File: src/rtl/prg_bank_mapper.sv
module prg_bank_mapper #(
  parameter int BANKS = 24,
  localparam int BW = $clog2(BANKS),
  localparam int AW = BW + 13
) (
  input  logic          clk,
  input  logic          rst_n,
  input  logic [15:0]   cpu_addr,
  input  logic [7:0]    cpu_wdata,
  input  logic          cpu_we,
  input  logic          cpu_re,
  output logic [AW-1:0] rom_addr,
  output logic          low_hit
);

  logic [7:0] bank_q [4];
  logic       win_en, top_sw;
  logic [1:0] lay;
  logic [8:0] raw;

  wire [15:0] dec = cpu_addr & 16'hF007;
  wire wr_bank = cpu_we && (dec[15:2] == 14'h2000);
  wire wr_mode = cpu_we && (dec == 16'hD000);
  wire [1:0] slot = cpu_addr[14:13];
  wire unused_ok = ^{cpu_wdata[6:3], dec[11:3]};

  function automatic logic [BW-1:0] fold(input logic [8:0] v);
    return BW'(v % 9'(BANKS));
  endfunction

  always_ff @(posedge clk) begin
    if (!rst_n) begin
      for (int i = 0; i < 4; i++) bank_q[i] <= 8'(BANKS - 4 + i);
      win_en <= 1'b0;
      top_sw <= 1'b0;
      lay    <= 2'd0;
    end else begin
      if (wr_bank) bank_q[cpu_addr[1:0]] <= cpu_wdata;
      if (wr_mode) begin
        win_en <= cpu_wdata[7];
        top_sw <= cpu_wdata[2];
        lay    <= cpu_wdata[1:0];
      end
    end
  end

  always_comb begin
    if (!cpu_addr[15]) raw = {1'b0, bank_q[3]};
    else begin
      case (lay)
        2'd0: raw = 9'(BANKS - 4) + 9'(slot);
        2'd1: raw = slot[1] ? 9'(BANKS - 4) + 9'(slot) : {bank_q[1], slot[0]};
        2'd2: raw = (slot == 2'd3 && !top_sw) ? 9'(BANKS - 1) : {1'b0, bank_q[slot]};
        default: raw = {1'b0, bank_q[~slot]};
      endcase
    end
  end

  assign rom_addr = {fold(raw), cpu_addr[12:0]};
  assign low_hit  = cpu_re && (cpu_addr[15:13] == 3'b011) && (lay == 2'd2) && !top_sw && win_en;


  bank_range_chk: assert property (@(posedge clk) disable iff (!rst_n)
    {1'b0, rom_addr[AW-1:13]} < (BW+1)'(BANKS));


  win_hit_chk: assert property (@(posedge clk) disable iff (!rst_n)
    low_hit |-> cpu_re && cpu_addr[15:13] == 3'b011);


  ignore_write_chk: assert property (@(posedge clk) disable iff (!rst_n)
    (cpu_we && dec[15:2] != 14'h2000) |=> $stable(bank_q[0]) && $stable(bank_q[1])
      && $stable(bank_q[2]) && $stable(bank_q[3]));


  mode_load_chk: assert property (@(posedge clk) disable iff (!rst_n)
    wr_mode |=> lay == $past(cpu_wdata[1:0]) && top_sw == $past(cpu_wdata[2])
      && win_en == $past(cpu_wdata[7]));


  reverse_chk: assert property (@(posedge clk) disable iff (!rst_n)
    (lay == 2'd3 && cpu_addr[15:13] == 3'b100) |-> rom_addr[AW-1:13] == BW'({1'b0, bank_q[3]} % 9'(BANKS)));

endmodule

File: config.mk
export PLATFORM = sky130hd
export DESIGN_NAME = prg_bank_mapper
export DESIGN_NICKNAME = d
export VERILOG_FILES = /design/src/rtl/prg_bank_mapper.sv
export SDC_FILE = /design/constraint.sdc
export NUM_CORES = 1
export LEC_CHECK = 0
export BUFFER_PORTS_ARGS = -buffer_cell sky130_fd_sc_hd__buf_2
export CORE_MARGIN = 4
export CORE_UTILIZATION = 58
export CTS_BUF_LIST = sky130_fd_sc_hd__clkbuf_4 sky130_fd_sc_hd__clkbuf_8
export CTS_CLUSTER_DIAMETER = 60
export DETAILED_ROUTE_END_ITERATION = 8
export PLACE_DENSITY_LB_ADDON = 0.2
export SKIP_LAST_GASP = 1
export SYNTH_ARGS = -nofsm -noshare
export SYNTH_HDL_FRONTEND = slang
export SYNTH_SLANG_ARGS = --single-unit
File: constraint.sdc
create_clock -name clk -period 2.95 [get_ports clk]
set_input_delay 0.4425 -clock clk [delete_from_list [all_inputs] [get_ports clk]]
set_output_delay 0.4425 -clock clk [all_outputs]
set_load 0.02 [all_outputs]
==> results.sh, run 1 <==
export IMPL_wl_per_cell_um=17.40
export IMPL_grt_max_degree=16
export IMPL_fin_area_um2=2893
export IMPL_grt_use_total_pct=22.77
export IMPL_synth_edf_count=32
export IMPL_syn_inst=233
export IMPL_critical_path_endpoint_type="output port"
export IMPL_synth_seq_cells=36
export IMPL_final_antenna_net_count=0
export IMPL_violations="setup timing"
export IMPL_avgViaCountPerCell=5.886
export IMPL_ys_types=51
export IMPL_yosys_warnings=0
export IMPL_status="complete, but fails checks"
export IMPL_worst_slew_pin_slew_ns=0.4568
export IMPL_drc_errors=0
export IMPL_cts_num_sinks=36
export IMPL_synthesis_nets=261
export IMPL_gp_congestion=0.8716
export IMPL_path_cells="buf_2 > buf_12 > or3b_2 > o21ai_0 > o32ai_4 > or2_4 > a21oi_4 > a21oi_2 > o2111ai_1 > buf_4"
export IMPL_drive_gt1_share_pct=33.94
export IMPL_fmax_mhz=327.8
export IMPL_cp_max_fo=12
export IMPL_hold_viol=0
export IMPL_io_pins=47
export IMPL_p_total_mw=1.146
export IMPL_hold_worst_slack_ns=0.4488
export IMPL_synth_top_area_cell="edfxtp_1"
export IMPL_synth_top_area_share_pct=38.53
export IMPL_via_count=1907
export IMPL_area_delta_synth_final_pct=16.01
export IMPL_synthArstFlopShare_pct=0
export IMPL_synth_area_per_cell_um2=10.70
export IMPL_routed_wl_um=5636
export IMPL_p_leak_nw=1.144
export IMPL_final_cells=324
export IMPL_period_needed_ns=3.050
export IMPL_slowest_delay_ns=0.52
export IMPL_drv_cap=0
export IMPL_slowest_stage="or3b_2"
export IMPL_arrival_ns=2.61
export IMPL_synth_area_leaders="edfxtp_1 39%, mux4_2 9.0%, mux2i_1 5.2%, and2_1 4.5%, buf_4 4.5%"
export IMPL_critPathKind="in2out"
export IMPL_insertion_delay_ns=0.29
export IMPL_die_area_um2=5413
export IMPL_holdCritPathClass="in2reg"
export IMPL_port_buffers=28
export IMPL_synth_seq_area_share_pct=41.75
export IMPL_path_clk_slew_ns=0.07
export IMPL_die_h_um=73.57
export IMPL_cp_required_ns=2.51
export IMPL_fillers=290
export IMPL_first_pass_iters=4
export IMPL_core_area_um2=4086
export IMPL_synthMostInstantiatedCell="edfxtp_1"
export IMPL_die_x_um=73.57
export IMPL_ir_drop_mv=0.4771
export IMPL_post_route_period_util_pct=103.4
export IMPL_grt_pass1_wl_um=9156
export IMPL_rows=23
export IMPL_critPathLaunchType="primary input"
export IMPL_cts_tree="done"
export IMPL_drtIter0Drc=145
export IMPL_maxSlewViolCount=0
export IMPL_dp_hpwl_um=4298
export IMPL_start_util_pct=61.02
export IMPL_antenna_cells=0
export IMPL_rsz0062_at_grt="true"
export IMPL_grt_pass1_vias=1840
export IMPL_cts_root_buffer="clkbuf_8"
export IMPL_numCtsBuffers=5
export IMPL_cts_buffer_depth=2
export IMPL_htreeDepth=2
export IMPL_clock_skew_ns=0
export IMPL_syn_cell_area_um2=2494
export IMPL_p_per_area_nw_per_um2=396.1
export IMPL_placed_cell_area_um2=2725
export IMPL_antenna_found_initial=0
export IMPL_nets=301
export IMPL_slew_limit_headroom_pct=69.55
export IMPL_synth_ff_type="edfxtp_1"
export IMPL_synth_common_cells="32 x edfxtp_1, 18 x and2_1, 15 x buf_4, 15 x nand2_1, 15 x nand2b_1"
export IMPL_layout_setup_ws_ns=-0.1004
export IMPL_dp_cells=309
export IMPL_overflow=0
export IMPL_setup_viol=2
## final cells by class
class / instances / area (um^2) / area share [%]
repair buffers: 59 / 390.4 / 13.49
clock inverters: 2 / 10.01 / 0.3460
flip-flops and latches: 36 / 1042 / 36.03
multi-input cells: 164 / 1279 / 44.20
clock buffers: 6 / 82.58 / 2.855
well taps: 50 / 62.56 / 2.163
inverters: 7 / 26.28 / 0.9083
## report_power, final
group / internal, mW / switching, mW
clock: 0.186 / 0.169
combinational: 0.0956 / 0.0999
sequential: 0.578 / 0.0170
## flip-flops by register name, summed over array words and instances (netlist names)
name and count:
bank_q 32, lay 2, top_sw 1, win_en 1
## final timing paths
check | slack [ns] | to | cells past startpoint | startpoint
setup / recovery | -0.10 | rom_addr[16] | 10 | cpu_addr[14]
hold / removal | 0.45 | bank_q[2][4] | 2 | cpu_wdata[4]
setup reg to reg | 2.17 | top_sw | 2 | top_sw
hold reg to reg | 0.54 | win_en | 2 | win_en
## metal layers
layer / GRT usage [%] / wire, um / vias up
li1: - / - / 932
met3: 4.788 / 296 / 6
met1: 31.66 / 2540 / 909
met4: 7.646 / 45 / 0
met5: 0 / 0 / -
met2: 35.53 / 2754 / 60
## cells in the final DEF, fill, tap and decap left out, types with 2 or more instances in the layout
cell type	n
a21oi_1	6
a22oi_1	2
a31oi_1	3
and2_1	18
and3_1	8
buf_2	26
buf_4	32
clkbuf_8	6
clkinv_2	2
dfxtp_1	3
edfxtp_1	32
inv_1	7
mux2_2	3
mux2i_1	13
mux4_2	10
nand2_1	13
nand2_2	2
nand2b_1	15
nand3_1	6
nand3b_1	5
nor2_1	12
nor2b_1	5
nor3_1	2
nor3_2	2
nor3b_2	2
o2111ai_1	2
o211ai_1	2
o21ai_0	6
o22ai_1	4
## worst max-delay path, delay by kind of cell
| family | cells | cell delay [ns] |
|---|---|---|
| compound gates | 5 | 0.86 |
| simple gates | 2 | 0.79 |
| buf+inv | 3 | 0.49 |
## cells by family after synthesis
kind of cell | synth area share, %
and+or+nand+nor | 23.13
AOI/OAI and AO/OA | 11.54
muxes | 15.60
xor gates and xnor gates | 0.3513
buffers and inverters | 7.627
DFF | 41.75
## metrics by stage
stage,setup slack [ns],util [%],TNS (ns)
6_report,-0.1004,70.79,-0.1951
5_1_grt,-0.1964,70.79,-0.3818
4_1_cts,-0.09582,69.87,-0.1813
3_5_place_dp,-0.05332,66.69,-0.08052
3_3_place_gp,-0.01739,66.69,-0.02989
2_1_floorplan,0.01034,-,0
## repair_timing
item,in CTS,in global routing
pin swaps,0,1
hold endpoints to repair,0,0
hold buffers,0,0
setup buffers,4,3
setup endpoints to repair,2,2
resized for setup,3,4
(Power assumes the default switching activity.)
==> run 2: changes to the inputs <==
--- a/config.mk
+++ b/config.mk
@@ -6,6 +6,7 @@
 export NUM_CORES = 1
 export LEC_CHECK = 0
 export BUFFER_PORTS_ARGS = -buffer_cell sky130_fd_sc_hd__buf_2
+export CAP_MARGIN = 30
 export CORE_MARGIN = 4
 export CORE_UTILIZATION = 58
 export CTS_BUF_LIST = sky130_fd_sc_hd__clkbuf_4 sky130_fd_sc_hd__clkbuf_8
==> constraint.sdc (replaced) <==
create_clock -name clk -period 2.95 [get_ports clk]
set_input_delay 0.59 -clock clk [delete_from_list [all_inputs] [get_ports clk]]
set_output_delay 0.59 -clock clk [all_outputs]
set_load 0.02 [all_outputs]
==> results.sh, run 2 (synthesis gave the netlist of run 1 again) <==
export IMPL_drtIter0Drc=101
export IMPL_die_x_um=73.57
export IMPL_layout_common_cells="40 x buf_4, 32 x edfxtp_1, 24 x buf_2"
export IMPL_nets=311
export IMPL_maxSlewViolCount=0
export IMPL_dpl_worst_slack_ns=-0.4635
export IMPL_reg2reg_slack_ns=2.12
export IMPL_via_count=1971
export IMPL_cts_tree="done"
export IMPL_slowest_stage="mux4_2"
export IMPL_numCtsBuffers=5
export IMPL_period_needed_ns=3.250
export IMPL_ir_drop_mv=0.3314
export IMPL_die_h_um=73.57
export IMPL_cts_buffer_depth=2
export IMPL_die_area_um2=5413
export IMPL_critical_path_endpoint_type="output port"
export IMPL_slew_limit_headroom_pct=72.51
export IMPL_grt_pass1_wl_um=10340
export IMPL_grt_pass1_vias=2089
export IMPL_insertion_delay_ns=0.28
export IMPL_drive_gt1_share_pct=38.73
export IMPL_core_area_um2=4086
export IMPL_grt_use_total_pct=25.38
export IMPL_routed_wl_um=6159
export IMPL_dp_hpwl_um=4632
export IMPL_clock_skew_ns=0
export IMPL_cp_top_family="compound AO/OA/AOI/OAI gates"
export IMPL_fillers=286
export IMPL_fmax_mhz=307.7
export IMPL_crit_top_cell="buf_6"
export IMPL_htreeDepth=2
export IMPL_p_leak_nw=1.212
export IMPL_gp_congestion=0.9026
export IMPL_cp_required_ns=2.36
export IMPL_holdCritPathClass="reg2reg"
export IMPL_start_util_pct=61.02
export IMPL_antenna_found_initial=0
export IMPL_wl_per_cell_um=18.44
export IMPL_io_pins=47
export IMPL_grt_max_degree=15
export IMPL_drc_errors=0
export IMPL_violations="setup timing"
export IMPL_setup_viol=2
export IMPL_fin_area_um2=3052
export IMPL_placed_cell_area_um2=2855
export IMPL_top_register="bank_q"
export IMPL_largest_register_ffs=32
export IMPL_rsz0062_at_grt="true"
export IMPL_hold_viol=0
export IMPL_p_total_mw=1.207
export IMPL_hold_worst_slack_ns=0.5490
export IMPL_path_buf_inv=3
export IMPL_critPathKind="in2out"
export IMPL_mostFrequentLayoutCell="buf_4"
export IMPL_cts_num_sinks=36
export IMPL_slowest_delay_ns=0.49
export IMPL_cts_root_buffer="clkbuf_8"
export IMPL_drv_cap=0
export IMPL_antenna_cells=0
export IMPL_final_antenna_net_count=0
export IMPL_path_clk_slew_ns=0.07
export IMPL_path_cells="buf_6 > mux4_2 > or3b_1 > a32o_2 > buf_4 > xor2_1 > o221ai_2 > o2111ai_4 > buf_6"
export IMPL_area_delta_synth_final_pct=22.38
export IMPL_status="complete, but fails checks"
export IMPL_avgViaCountPerCell=5.901
export IMPL_arrival_ns=2.66
export IMPL_rows=23
export IMPL_layout_setup_ws_ns=-0.3000
export IMPL_worst_slew_pin_slew_ns=0.4113
export IMPL_final_core_util_pct=74.68
export IMPL_cts_hold_buf=0
export IMPL_reg_largest_list="bank_q: 32 flops, lay: 2 flops"
export IMPL_p_per_area_nw_per_um2=395.7
export IMPL_post_route_period_util_pct=110.2
export IMPL_port_buffers=28
export IMPL_cp_max_fo=5
export IMPL_critPathLaunchType="primary input"
export IMPL_first_pass_iters=4
export IMPL_overflow=0
[run 2: changes by cell type in the layout (fill, tap and decap cells not counted), moves of 2 or more]
cell / before / now
o2111ai_4: 0 / 2
o2111ai_1: 2 / 0
clkinv_2: 2 / 0
buf_6: 0 / 5
buf_2: 26 / 24
buf_4: 32 / 40
[run 2: what timing repair did]
action	CTS	global route
setup endpoints to repair	2	2
pin swaps	2	3
gates resized for setup	14	5
setup buffers	1	2
[run 2: worst paths after layout]
check                             startpoint      endpoint  depth (start not counted)
worst min register to register        win_en        win_en                          2
worst max register to register        lay[0]        lay[0]                          3
worst max-delay path            cpu_addr[13]  rom_addr[16]                          9
worst min-delay path                  win_en        win_en                          2
[run 2: through the flow]
stage          TNS [ns]  cells
3_3_place_gp    -0.8921    323
3_5_place_dp    -0.9073    323
4_1_cts         -0.6137    332
2_1_floorplan   -0.3131    233
5_1_grt         -0.7352    334
6_report        -0.5943    334
[run 2: routing by layer]
| layer | global-route usage, % | routed length, um |
|---|---|---|
| met1 | 34.20 | 2593 |
| met2 | 43.21 | 3183 |
| met3 | 3.557 | 325 |
| met4 | 6.237 | 56 |
| met5 | 0 | 0 |
[run 2: power breakdown]
group	switching [mW]	internal [mW]	total, mW	leakage [nW]
logic	0.114	0.115	0.228	0.814
clock network	0.163	0.222	0.385	0.0549
registers	0.0165	0.578	0.594	0.343
total	0.293	0.914	1.21	1.21
[run 2: worst min-delay path, cell delays in order, from the launching register on]
cell	delay, ns
dfxtp_1	0.32
mux2i_1	0.13
nor2b_1	0.05
[run 2: final cells by class]
type                    count  area (um^2)  area share [%]
clock buffers               8        103.9           3.403
inverters                   7        26.28          0.8610
multi-input cells         164         1341           43.95
flip-flops and latches     36         1041           34.11
well taps                  50        62.56           2.050
repair buffers             69        476.7           15.62
